===== config.mk =====
export PLATFORM = sky130hd
export DESIGN_NAME = smb_reg_slave
export DESIGN_NICKNAME = d
export VERILOG_FILES = /design/src/rtl/smb_pkg.sv /design/src/rtl/smb_line_sync.sv /design/src/rtl/smb_bus_events.sv /design/src/rtl/smb_xfer_fsm.sv /design/src/rtl/smb_reg_slave.sv
export SDC_FILE = /design/constraint.sdc
export NUM_CORES = 1
export LEC_CHECK = 0
export BUFFER_PORTS_ARGS = -buffer_cell sky130_fd_sc_hd__buf_2
export CAP_MARGIN = 20
export CORE_MARGIN = 2
export CORE_UTILIZATION = 50
export CTS_CLUSTER_SIZE = 14
export DETAILED_ROUTE_END_ITERATION = 10
export PLACE_DENSITY = 0.71
export SYNTH_ARGS = -nofsm -noshare
export SYNTH_HDL_FRONTEND = slang
export SYNTH_HIERARCHICAL = 1
export SYNTH_SLANG_ARGS = --single-unit

===== constraint.sdc =====
create_clock -name clk -period 5.21 [get_ports clk]
set_clock_uncertainty 0.05 [all_clocks]
set_input_delay 0.521 -clock clk [delete_from_list [all_inputs] [get_ports clk]]
set_output_delay 0.521 -clock clk [all_outputs]
set_load 0.01 [all_outputs]

===== src/rtl/smb_pkg.sv =====
package smb_pkg;
   localparam int BYTE_W = 8;
   localparam int CNT_W  = 4;

   typedef enum logic [3:0] {
      ST_IDLE,
      ST_ADDR,
      ST_ADDR_ACK,
      ST_CMD,
      ST_CMD_ACK,
      ST_WDATA,
      ST_WDATA_ACK,
      ST_WAIT_STOP,
      ST_RDATA,
      ST_RD_ACK,
      ST_IGNORE
   } smb_state_e;
endpackage


===== src/rtl/smb_line_sync.sv =====
module smb_line_sync #(
   parameter int STAGES    = 2,
   parameter bit FILTER_EN = 1'b1
) (
   input  logic clk,
   input  logic rst_n,
   input  logic din,
   output logic dout
);
   logic [STAGES-1:0] chain_q;

   generate
      if (STAGES < 1) begin : g_bad_stages
         $error("smb_line_sync: STAGES must be at least 1");
      end
      if (STAGES == 1) begin : g_one
         always_ff @(posedge clk or negedge rst_n) begin
            if (!rst_n) chain_q <= 1'b1;
            else        chain_q <= din;
         end
      end else begin : g_many
         always_ff @(posedge clk or negedge rst_n) begin
            if (!rst_n) chain_q <= '1;
            else        chain_q <= {chain_q[STAGES-2:0], din};
         end
      end

      if (FILTER_EN) begin : g_filter
         logic last_q, lvl_q;
         always_ff @(posedge clk or negedge rst_n) begin
            if (!rst_n) begin
               last_q <= 1'b1;
               lvl_q  <= 1'b1;
            end else begin
               last_q <= chain_q[STAGES-1];
               if (chain_q[STAGES-1] == last_q) lvl_q <= last_q;
            end
         end
         assign dout = lvl_q;
      end else begin : g_plain
         assign dout = chain_q[STAGES-1];
      end
   endgenerate
endmodule


===== src/rtl/smb_bus_events.sv =====
module smb_bus_events (
   input  logic clk,
   input  logic rst_n,
   input  logic scl_lvl,
   input  logic sda_lvl,
   output logic scl_rise,
   output logic scl_fall,
   output logic start_det,
   output logic stop_det
);
   logic scl_p, sda_p;

   always_ff @(posedge clk or negedge rst_n) begin
      if (!rst_n) begin
         scl_p <= 1'b1;
         sda_p <= 1'b1;
      end else begin
         scl_p <= scl_lvl;
         sda_p <= sda_lvl;
      end
   end

   assign scl_rise  =  scl_lvl & ~scl_p;
   assign scl_fall  = ~scl_lvl &  scl_p;
   assign start_det =  scl_lvl &  scl_p & sda_p & ~sda_lvl;
   assign stop_det  =  scl_lvl &  scl_p & ~sda_p & sda_lvl;
endmodule


===== src/rtl/smb_xfer_fsm.sv =====
module smb_xfer_fsm
   import smb_pkg::*;
#(
   parameter logic [5:0]        ADDR_UPPER = 6'b010110,
   parameter logic [BYTE_W-1:0] PTR_RST    = '0
) (
   input  logic              clk,
   input  logic              rst_n,
   input  logic              addr_sel,
   input  logic              sda_bit,
   input  logic              scl_rise,
   input  logic              scl_fall,
   input  logic              start_det,
   input  logic              stop_det,
   input  logic [BYTE_W-1:0] rdata,
   output logic              sda_oe,
   output logic [BYTE_W-1:0] ptr,
   output logic [BYTE_W-1:0] wdata,
   output logic              we
);
   localparam logic [CNT_W-1:0] FULL = CNT_W'(BYTE_W);

   smb_state_e        state_q;
   logic [CNT_W-1:0]  bit_q;
   logic [BYTE_W-1:0] shift_q, ptr_q, wbuf_q;
   logic              rnw_q, oe_q, we_q;
   logic [6:0]        my_addr;

   assign my_addr = {ADDR_UPPER, addr_sel};

   always_ff @(posedge clk or negedge rst_n) begin
      if (!rst_n) begin
         state_q <= ST_IDLE;
         bit_q   <= '0;
         shift_q <= '0;
         ptr_q   <= PTR_RST;
         wbuf_q  <= '0;
         rnw_q   <= 1'b0;
         oe_q    <= 1'b0;
         we_q    <= 1'b0;
      end else begin
         we_q <= 1'b0;
         if (stop_det) begin
            if (state_q == ST_WAIT_STOP) we_q <= 1'b1;
            state_q <= ST_IDLE;
            oe_q    <= 1'b0;
            bit_q   <= '0;
         end else if (start_det) begin
            state_q <= ST_ADDR;
            oe_q    <= 1'b0;
            bit_q   <= '0;
         end else begin
            case (state_q)
               ST_ADDR, ST_CMD, ST_WDATA: begin
                  if (scl_rise && bit_q != FULL) begin
                     shift_q <= {shift_q[BYTE_W-2:0], sda_bit};
                     bit_q   <= bit_q + 1'b1;
                  end else if (scl_fall && bit_q == FULL) begin
                     bit_q <= '0;
                     if (state_q == ST_ADDR) begin
                        if (shift_q[BYTE_W-1:1] == my_addr) begin
                           rnw_q   <= shift_q[0];
                           oe_q    <= 1'b1;
                           state_q <= ST_ADDR_ACK;
                        end else begin
                           state_q <= ST_IGNORE;
                        end
                     end else if (state_q == ST_CMD) begin
                        ptr_q   <= shift_q;
                        oe_q    <= 1'b1;
                        state_q <= ST_CMD_ACK;
                     end else begin
                        wbuf_q  <= shift_q;
                        oe_q    <= 1'b1;
                        state_q <= ST_WDATA_ACK;
                     end
                  end
               end
               ST_ADDR_ACK: begin
                  if (scl_fall) begin
                     bit_q <= '0;
                     if (rnw_q) begin
                        shift_q <= rdata;
                        oe_q    <= ~rdata[BYTE_W-1];
                        state_q <= ST_RDATA;
                     end else begin
                        oe_q    <= 1'b0;
                        state_q <= ST_CMD;
                     end
                  end
               end
               ST_CMD_ACK: begin
                  if (scl_fall) begin
                     oe_q    <= 1'b0;
                     state_q <= ST_WDATA;
                  end
               end
               ST_WDATA_ACK: begin
                  if (scl_fall) begin
                     oe_q    <= 1'b0;
                     state_q <= ST_WAIT_STOP;
                  end
               end
               ST_WAIT_STOP: begin
                  if (scl_fall) state_q <= ST_IGNORE;
               end
               ST_RDATA: begin
                  if (scl_rise) begin
                     bit_q <= bit_q + 1'b1;
                  end else if (scl_fall && bit_q == FULL) begin
                     oe_q    <= 1'b0;
                     bit_q   <= '0;
                     state_q <= ST_RD_ACK;
                  end else if (scl_fall && bit_q != '0) begin
                     shift_q <= {shift_q[BYTE_W-2:0], 1'b0};
                     oe_q    <= ~shift_q[BYTE_W-2];
                  end
               end
               ST_RD_ACK: begin
                  if (scl_fall) state_q <= ST_IGNORE;
               end
               default: ;
            endcase
         end
      end
   end

   assign sda_oe = oe_q;
   assign ptr    = ptr_q;
   assign wdata  = wbuf_q;
   assign we     = we_q;

   // the write strobe lasts one cycle
   a_r3_we_single: assert property (@(posedge clk) disable iff (!rst_n)
      we_q |=> !we_q);
   // a strobe only follows a finished data acknowledge
   a_r4_we_after_full: assert property (@(posedge clk) disable iff (!rst_n)
      we_q |-> $past(state_q == ST_WAIT_STOP));
   // STOP always returns the controller to idle
   a_r10_stop_idle: assert property (@(posedge clk) disable iff (!rst_n)
      stop_det |=> (state_q == ST_IDLE && !oe_q));
   // SDA is only grabbed while SCL is low
   a_r9_grab_on_fall: assert property (@(posedge clk) disable iff (!rst_n)
      $rose(oe_q) |-> $past(scl_fall));
   // SDA is released at an SCL fall or a bus condition
   a_r9_release_timing: assert property (@(posedge clk) disable iff (!rst_n)
      $fell(oe_q) |-> $past(scl_fall || start_det || stop_det));
   // a silent slave never drives the bus
   a_r2_ignore_quiet: assert property (@(posedge clk) disable iff (!rst_n)
      (state_q == ST_IGNORE) |-> !oe_q);
endmodule


===== src/rtl/smb_reg_slave.sv =====
module smb_reg_slave
   import smb_pkg::*;
#(
   parameter int                SYNC_STAGES = 2,
   parameter bit                FILTER_EN   = 1'b1,
   parameter logic [5:0]        ADDR_UPPER  = 6'b010110,
   parameter logic [BYTE_W-1:0] PTR_RST     = '0
) (
   input  logic              clk,
   input  logic              rst_n,
   input  logic              addr_sel,
   input  logic              scl_i,
   input  logic              sda_i,
   output logic              sda_oe,
   output logic [BYTE_W-1:0] reg_addr,
   output logic [BYTE_W-1:0] reg_wdata,
   output logic              reg_we,
   input  logic [BYTE_W-1:0] reg_rdata
);
   localparam int N_LINES = 2;

   logic [N_LINES-1:0] raw, lvl;
   logic scl_rise, scl_fall, start_det, stop_det;

   assign raw = {scl_i, sda_i};

   generate
      for (genvar g = 0; g < N_LINES; g++) begin : g_line
         smb_line_sync #(.STAGES(SYNC_STAGES), .FILTER_EN(FILTER_EN)) u_sync (
            .clk  (clk),
            .rst_n(rst_n),
            .din  (raw[g]),
            .dout (lvl[g])
         );
      end
   endgenerate

   smb_bus_events u_events (
      .clk      (clk),
      .rst_n    (rst_n),
      .scl_lvl  (lvl[1]),
      .sda_lvl  (lvl[0]),
      .scl_rise (scl_rise),
      .scl_fall (scl_fall),
      .start_det(start_det),
      .stop_det (stop_det)
   );

   smb_xfer_fsm #(.ADDR_UPPER(ADDR_UPPER), .PTR_RST(PTR_RST)) u_fsm (
      .clk      (clk),
      .rst_n    (rst_n),
      .addr_sel (addr_sel),
      .sda_bit  (lvl[0]),
      .scl_rise (scl_rise),
      .scl_fall (scl_fall),
      .start_det(start_det),
      .stop_det (stop_det),
      .rdata    (reg_rdata),
      .sda_oe   (sda_oe),
      .ptr      (reg_addr),
      .wdata    (reg_wdata),
      .we       (reg_we)
   );

   // nothing is driven and nothing written while reset is held
   always_comb begin
      if (!rst_n) a_r11_reset_quiet: assert (!sda_oe && !reg_we);
   end
endmodule


Word level (Yosys, flattened, before mapping)

Index checks and enable logic that the tools add are counted.

Mux-type cells: 44
Reductions and logical operators: 18
Equal/unequal tests: 31
Add/subtract/negate cells: 1
Bitwise operators: 18

Operator list:

| cell                                                                     | number |
|---|---|
| 4-bit two-way mux                                                        | 19 |
| 8-bit two-way mux                                                        | 6 |
| 4-bit case mux with 6 select lines                                       | 1 |
| 8-bit case mux with 3 select lines                                       | 1 |
| 7-bit AND reduction                                                      | 3 |
| 4-bit by 3-bit inequality test with 1-bit output (second input constant) | 5 |
| 9-bit AND reduction                                                      | 2 |
| 4-bit by 3-bit equality test with 1-bit output (second input constant)   | 4 |
| 1-bit two-way mux                                                        | 14 |
| 4-bit equality test (second input constant)                              | 3 |
| 4-bit inequality test (second input constant)                            | 3 |
| 4-bit case mux with 3 select lines                                       | 1 |
| 1-bit inverter                                                           | 11 |
| 4-bit by 2-bit equality test with 1-bit output (second input constant)   | 2 |
| 2-bit by 1-bit inequality test with 1-bit output (second input constant) | 4 |
| 4-bit by 1-bit inequality test with 1-bit output (second input constant) | 2 |
| 8-bit AND reduction                                                      | 1 |
| 8-bit nonzero test                                                       | 1 |
| 1-bit AND                                                                | 7 |
| 7-bit by 6-bit equality test with 1-bit output                           | 1 |
| 6-bit nonzero test                                                       | 1 |
| 5-bit by 3-bit inequality test with 1-bit output (second input constant) | 1 |
| 5-bit inequality test (second input constant)                            | 1 |
| 5-bit nonzero test                                                       | 1 |
| other kinds (12)                                                         | 17 |

Bits of input ports: 13
Logic and storage cells: 128
Output and inout port bits: 18
Flip-flop bits (word level): 45

Logic depth before layout (Yosys ltp)

Gate-level depths: netlist of run 1.

Depth after elaboration: 9
Gate-level depth with buffers: 8
Mapped depth without buffers: 7

By module

Netlist of run 1, hierarchy kept.

By module, submodules not included:

| module         | cells an instance | area an instance (um2) | seq. area each (um2) | instances |
|---|---|---|---|---|
| smb_xfer_fsm   | 187               | 1996.9                 | 875.8                | 1 |
| smb_line_sync  | 5                 | 116.4                  | 105.1                | 2 |
| smb_bus_events | 6                 | 85.1                   | 52.6                 | 1 |

Worst setup path after synthesis of run 1

OpenSTA, ideal clock, no wires.

Kind: reg2reg
Start: register g_line[0].u_sync.g_filter.lvl_q
End: register u_fsm.shift_q[0]
Path buffers: 1
Arrival: 1954 ps
Cell stages (with the launch flop): 7
Clock period less this slack: 2131 ps
Slack: 3079 ps
Required time: 5032 ps
Cells stage by stage: dfstp_2 and4b_1 or2_2 buf_2 a211oi_1 nand3_4 mux2_1

Cells in the longest elaborated chain, start to end: 4
Elaborated cells on any way between the ends: 8

Ends and longest elaborated chain:

| what                          | line                 | RTL |
|---|---|---|
| start, declared               | smb_line_sync.sv:29  | `logic last_q, lvl_q;` |
| start signal, assigned        | smb_line_sync.sv:36  | `if (chain_q[STAGES-1] == last_q) lvl_q <= last_q;` |
| 1-bit inverter                | smb_bus_events.sv:25 | `assign start_det = scl_lvl & scl_p & sda_p & ~sda_lvl;` |
| 1-bit AND                     | smb_bus_events.sv:25 |  |
| named net start_det           | smb_reg_slave.sv:23  | `logic scl_rise, scl_fall, start_det, stop_det;` |
| 1-bit inverter (no line)      | -                    |  |
| 9-bit AND reduction (no line) | -                    |  |
| end signal, assigned          | smb_xfer_fsm.sv:56   | `shift_q <= {shift_q[BYTE_W-2:0], sda_bit};` |
| end signal, assigned          | smb_xfer_fsm.sv:83   | `shift_q <= rdata;` |
| end signal, assigned          | smb_xfer_fsm.sv:115  | `shift_q <= {shift_q[BYTE_W-2:0], 1'b0};` |
| end, declared                 | smb_xfer_fsm.sv:25   | `logic [BYTE_W-1:0] shift_q, ptr_q, wbuf_q;` |

The timed path passes the listed nets, and every way through them passes these cells. The select of a mux whose other input is x is not followed.
A chain may end at the register's enable or synchronous reset.

Worst setup path in the final report of run 1

Start: register u_fsm.state_q[3]
End: register u_fsm.bit_q[2]

Cells in the longest elaborated chain, start to end: 5
Elaborated cells on any way between the ends: 12

Ends and longest elaborated chain:

| what                                                                   | line                | RTL |
|---|---|---|
| start, declared                                                        | smb_xfer_fsm.sv:23  | `smb_state_e state_q;` |
| start signal, assigned                                                 | smb_xfer_fsm.sv:33  | `state_q <= ST_IDLE;` |
| start signal, assigned                                                 | smb_xfer_fsm.sv:45  | `state_q <= ST_IDLE;` |
| start signal, assigned                                                 | smb_xfer_fsm.sv:49  | `state_q <= ST_ADDR;` |
| 4-bit by 3-bit equality test with 1-bit output (tied with other cells) | smb_xfer_fsm.sv:53  | `case (state_q)` |
| 3-bit OR reduction                                                     | smb_xfer_fsm.sv:53  |  |
| 4-bit case mux with 3 select lines                                     | smb_xfer_fsm.sv:53  |  |
| 4-bit two-way mux                                                      | smb_xfer_fsm.sv:48  | `end else if (start_det) begin` |
| 4-bit two-way mux                                                      | smb_xfer_fsm.sv:43  | `if (stop_det) begin` |
| end signal, assigned                                                   | smb_xfer_fsm.sv:57  | `bit_q <= bit_q + 1'b1;` |
| end signal, assigned                                                   | smb_xfer_fsm.sv:109 | `bit_q <= bit_q + 1'b1;` |
| end, declared                                                          | smb_xfer_fsm.sv:24  | `logic [CNT_W-1:0] bit_q;` |

Parallel ways exist; a longest one is shown, timed or not.

==> flow_metrics.py, run 1 <==
metrics = {
    "cells_and_area": {
        "design_area_um2": 2605,
        "utilization_pct": 59.01,
        "regArea_um2": 1139,
        "antennaDiodeCount": 0,
        "fillers": 371,
        "layout.nets": 246,
        "mostFrequentLayoutCells": "dfrtp_1 (35), buf_2 (30), mux2_2 (24), nor2_1 (16)",
        "area_delta_synth_final_pct": 12.54,
        "final_layout_size_suffix_gt1_share_pct": 35.78,
        "final_cells": 284,
        "final_common_cell": "dfrtp_1",
        "multi_input_area_um2": 1117,
    },
    "grt": {
        "antenna_found_initial": 0,
        "grt_max_degree": 46,
        "grt_usage_pct": 19.33,
        "grt_overflow_total": 0,
        "grt_pass1_vias": 1596,
        "grt_pass1_wl_um": 7693,
    },
    "yosys": {
        "synth_edf_count": 0,
        "synth_xor_area_share_pct": 0.7568,
        "ys_types": 55,
        "synthSimpleGateAreaFrac_pct": 16.22,
        "synthAdderAreaFrac_pct": 2.054,
        "synth_cells": 203,
        "async_reset_ff_share_pct": 100.0,
        "syn-num-nets": 218,
        "synth-compound-area-share_pct": 12.54,
        "yosys_warnings": 6,
        "synth.mux.area_fraction_pct": 16.43,
        "syn-cell-area_um2": 2315,
        "ys_seq_area_share_pct": 49.19,
        "synth_seq_cells": 45,
        "syn_area_per_cell_um2": 11.40,
        "synth_ff_type": "dfrtp_1",
        "synth_top_family_by_area": "multiplexers",
    },
    "worst_setup_path": {
        "worstPathArrival_ns": 2.58,
        "required_ns": 5.37,
        "rr_startpoint": "u_fsm/state_q[3]",
        "worstSetupPathType": "register to register",
        "worst-r2r-setup-slack_ns": 2.78,
        "cpMaxStageDelayCell": "dfrtp_1",
        "cpPeakStageDelay_ns": 0.79,
        "path_cells": "or4b_1 -> o311ai_4 -> and3b_2 -> a21oi_1 -> a311oi_2",
        "r2r_cells": 5,
        "path_max_fanout": 21,
        "r2r_end": "u_fsm/bit_q[2]",
        "end_kind": "register",
        "worstSetupStartpointType": "register",
    },
    "floorplanning": {
        "die_w_um": 72.04,
        "dieArea_um2": 5190,
        "rows": 24,
        "die_h_um": 72.04,
        "coreArea_um2": 4414,
        "ios": 31,
        "start_util_pct": 52.44,
    },
    "placement": {
        "place_ws_ns": 2.612,
        "dp_hpwl_um": 3109,
        "place_congestion": 0.8587,
        "dp_cells": 274,
        "port_buffers": 30,
        "place_area_um2": 2490,
    },
    "cts": {
        "cts_setup_buffers": 0,
        "root_buffer": "clkbuf_8",
        "path_clk_slew_ns": 0.08,
        "htreeDepth": 2,
        "cts_buffer_depth": 2,
        "numCtsBuffers": 5,
        "clk_latency_ns": 0.30,
        "hold_buffers": 0,
        "cts_tree": "built",
        "cts.sinks": 45,
        "cts-resized-gates": 0,
    },
    "sta": {
        "setup_slack_ns": 2.782,
        "holdWs_ns": 0.08506,
        "tightest_slew_ns": 0.6910,
        "rsz0062_at_grt": "false",
        "fin_setup_tns_ns": 0,
        "fmax_mhz": 411.9,
        "slew_viol_final": 0,
        "finalSetupViolCount": 0,
        "hold_viol": 0,
        "min_period_ns": 2.428,
        "timing.final.crit_share_pct": 46.60,
        "max_slew_margin_pct": 53.93,
    },
    "routing": {
        "vias": 1637,
        "dr.pass1.iters": 4,
        "drc": 0,
        "drt-total-wl_um": 4478,
        "drt_iter0_drc": 148,
        "via_per_inst": 5.764,
        "drt.antenna.violating_nets": 0,
        "wl_per_cell_um": 15.77,
    },
    "outcome": {
        "outcome": "finished clean",
    },
    "job": {
        "drv_cap": 0,
    },
    "power": {
        "pwr_density_cell_nw_per_um2": 433.0,
        "cellLeakagePower_nw": 1.197,
        "design_power_total_mw": 1.128,
        "ir_drop_v": 0.0002391,
    },
    "worst_hold_path": {
        "hp-class": "primary input to asynchronous set/reset pin",
    },
}
synthesized netlist by cell type, types with 2 or more instances:
library cell / n / area share (%)
maj3_2: 2 / 0.97
nor3_1: 4 / 0.86
mux2_1: 8 / 3.9
o21a_1: 2 / 0.65
nor2b_1: 3 / 0.81
nand2_1: 10 / 1.6
dfrtp_1: 35 / 38
and4b_1: 2 / 0.86
a211o_1: 2 / 0.76
nor4b_1: 2 / 0.76
buf_2: 4 / 0.86
inv_1: 5 / 0.81
dfstp_2: 10 / 11
mux2i_1: 2 / 0.86
clkbuf_1: 5 / 0.81
ha_1: 2 / 1.1
nor2_1: 16 / 2.6
nand3b_1: 3 / 0.97
nand2b_1: 3 / 0.81
o211ai_1: 2 / 0.65
a211oi_1: 4 / 1.3
and3b_1: 3 / 1.1
and2_1: 3 / 0.81
o21ai_0: 6 / 1.3
or2_2: 2 / 0.54
buf_1: 2 / 0.32
a21oi_1: 9 / 1.9
mux2_2: 24 / 12
nand3_1: 2 / 0.43
how the worst max path moves through the flow:
| stage | slack, ns | cells past startpoint | endpoint | start |
|---|---|---|---|---|
| floorplan | 3.08 | 6 | u_fsm/shift_q[0] | g_line[0].u_sync/dout |
| global placement | 2.64 | 5 | u_fsm/bit_q[2] | u_fsm/state_q[3] |
| detailed placement | 2.61 | 5 | u_fsm/bit_q[2] | u_fsm/state_q[3] |
| CTS | 2.57 | 5 | u_fsm/bit_q[2] | u_fsm/state_q[3] |
| global route | 2.65 | 5 | u_fsm/wdata[6] | u_events/scl_p |
| finish | 2.78 | 5 | u_fsm/bit_q[2] | u_fsm/state_q[3] |
where the power goes:
part           internal (mW)  switching [mW]  leakage, nW
combinational          0.198           0.183        0.594
sequential             0.418           0.117        0.565
clock                 0.0944           0.117       0.0374
total                  0.711           0.417         1.20
critical path: cells and delay by family, from the launching register on:
kind | cells | cell delay, ns
and+or+nand+nor | 2 | 0.96
DFF | 1 | 0.79
AOI/OAI and AO/OA | 3 | 0.53
final cells by class:
type	instances	area share, %
inverter	5	0.7205
tap	52	2.498
multi-input combinational	142	42.89
clock inverter	2	0.5764
sequential	45	43.71
timing repair buffer	32	6.820
clock buffer	6	2.786
flip-flops by register name, summed over array words and instances (netlist names):
register                       flops
u_fsm/ptr                          8
u_fsm/shift_q                      8
u_fsm/wdata                        8
g_line.u_sync/chain_q              4
u_fsm/bit_q                        4
u_fsm/state_q                      4
g_line.u_sync/dout                 2
g_line.u_sync/g_filter.last_q      2
u_events/scl_p                     1
u_events/sda_p                     1
u_fsm/rnw_q                        1
u_fsm/sda_oe                       1
u_fsm/we                           1
routing by layer:
metal,global-route usage (%),up-vias,routed length [um]
li1,-,799,-
met1,26.79,795,2090
met2,30.25,36,2133
met3,4.583,7,192
met4,6.289,0,61
met5,0,-,0
cells by family (layout without fill, tap and decap cells):
family,after synthesis,count (layout)
xor+xnor,2,2
buf+inv,16,45
mux,34,34
flops,45,45
fa+ha+maj,4,4
simple gates,63,63
compound gates,39,39
Power figures use the tool's default switching activity.
==> inputs of run 2 (changes only) <==
- clock period: 5.21 -> 2.4 ns (I/O delays scaled with it)
==> run 2 against run 1 <==
Compared with the run above: critical path depth did not move; critical endpoint is now u_fsm/shift_q[1]; cell count increased by 4.2%; global-route usage grew 1.2 points.
==> flow_metrics.py, run 2 (synthesis results as in run 1) <==
metrics = {
    "cells_and_area": {
        "final_common_cell": "dfrtp_1",
        "final_layout_size_suffix_gt1_share_pct": 38.11,
        "design_area_um2": 2711,
        "fillers": 340,
        "area_delta_synth_final_pct": 17.14,
        "layout.nets": 258,
        "antennaDiodeCount": 0,
        "utilization_pct": 61.42,
        "mostFrequentLayoutCells": "dfrtp_1 (35), buf_2 (30), mux2_2 (24), nor2_1 (16), buf_4 (12)",
        "final_cells": 296,
    },
    "placement": {
        "place_ws_ns": 0.1747,
        "dp_hpwl_um": 3396,
        "port_buffers": 30,
        "place_congestion": 0.9214,
        "place_area_um2": 2580,
        "dp_cells": 286,
    },
    "cts": {
        "hold_buffers": 2,
        "numCtsBuffers": 5,
        "root_buffer": "clkbuf_8",
        "cts_tree": "built",
        "cts-resized-gates": 0,
        "htreeDepth": 2,
        "clk_latency_ns": 0.30,
        "cts.sinks": 45,
        "cts_buffer_depth": 2,
        "cts_setup_buffers": 0,
        "path_clk_slew_ns": 0.09,
    },
    "worst_setup_path": {
        "worstSetupPathType": "register to register",
        "end_kind": "register",
        "worstPathArrival_ns": 2.40,
        "required_ns": 2.53,
        "path_cells": "and4b_1 -> or2_2 -> a211oi_1 -> nand3_4 -> mux2_1",
        "cpMaxStageDelayCell": "dfstp_2",
        "worst-r2r-setup-slack_ns": 0.13,
        "path_max_fanout": 8,
        "worstSetupStartpointType": "register",
        "cpPeakStageDelay_ns": 0.57,
    },
    "routing": {
        "dr.pass1.iters": 4,
        "drt-total-wl_um": 4796,
        "drc": 0,
        "via_per_inst": 5.828,
        "wl_per_cell_um": 16.20,
        "vias": 1725,
        "drt_iter0_drc": 193,
        "drt.antenna.violating_nets": 0,
    },
    "power": {
        "pwr_density_cell_nw_per_um2": 969.3,
        "design_power_total_mw": 2.628,
        "ir_drop_v": 0.0004971,
        "cellLeakagePower_nw": 1.267,
    },
    "floorplanning": {
        "start_util_pct": 52.44,
        "rows": 24,
        "die_w_um": 72.04,
        "dieArea_um2": 5190,
        "ios": 31,
        "die_h_um": 72.04,
        "coreArea_um2": 4414,
    },
    "outcome": {
        "outcome": "finished clean",
    },
    "grt": {
        "grt_usage_pct": 20.57,
        "grt_pass1_wl_um": 8335,
        "grt_pass1_vias": 1693,
        "antenna_found_initial": 0,
        "grt_max_degree": 44,
        "grt_overflow_total": 0,
    },
    "sta": {
        "max_slew_margin_pct": 39.50,
        "slew_viol_final": 0,
        "fmax_mhz": 440.8,
        "timing.final.crit_share_pct": 94.52,
        "tightest_slew_ns": 0.9074,
        "fin_setup_tns_ns": 0,
        "min_period_ns": 2.269,
        "finalSetupViolCount": 0,
        "holdWs_ns": 0.007188,
        "setup_slack_ns": 0.1314,
        "hold_viol": 0,
        "rsz0062_at_grt": "false",
    },
    "job": {
        "drv_cap": 0,
    },
    "worst_hold_path": {
        "hp-class": "primary input to asynchronous set/reset pin",
    },
}
-- run 2: cell count changes in the layout (fill, tap and decap cells not counted) --
cell,previous run,this run
clkinvlp_4,2,0
bufinv_16,0,1
dlygate4sd3_1,0,2
buf_4,1,12
buf_12,1,0
clkinv_4,0,1
-- run 2: critical path, delay by kind of cell, from the launching register on --
| kind | cells | cell delay (ns) |
|---|---|---|
| flops | 1 | 0.57 |
| compound gates | 1 | 0.38 |
| simple gates | 3 | 0.80 |
| mux | 1 | 0.36 |
-- run 2: routing by layer --
metal  part of all wire [%]  vias to the layer above  global-route usage [%]
met5                      0                        -                       0
met4                    1.1                        0                   5.660
met3                    4.8                        8                   4.028
met2                     50                       53                   33.85
met1                     44                      847                   28.08
li1                       -                      817                       -
-- run 2: report_power, final --
group	internal [mW]	switching [mW]
registers	0.910	0.129
logic	0.478	0.541
clock network	0.313	0.258
-- run 2: worst paths after layout --
kind                                        startpoint                          end  cells after the start
max in group asynchronous                        rst_n        g_line[0].u_sync/dout                      2
setup reg to reg                 g_line[0].u_sync/dout             u_fsm/shift_q[1]                      5
setup / recovery                 g_line[0].u_sync/dout             u_fsm/shift_q[1]                      5
hold / removal                                   rst_n             u_fsm/state_q[2]                      1
hold reg to reg            g_line[0].u_sync/chain_q[0]  g_line[0].u_sync/chain_q[1]                      0
min in group clk                          reg_rdata[2]             u_fsm/shift_q[2]                      3
-- run 2: final cells by class --
class	instances	area, um2	share of cell area, %
sequential	45	1139	41.99
multi-input combinational	142	1117	41.21
timing repair buffer	44	260.3	9.599
clock buffer	6	72.57	2.677
tap	52	65.06	2.400
clock inverter	2	38.79	1.431
inverter	5	18.77	0.6922
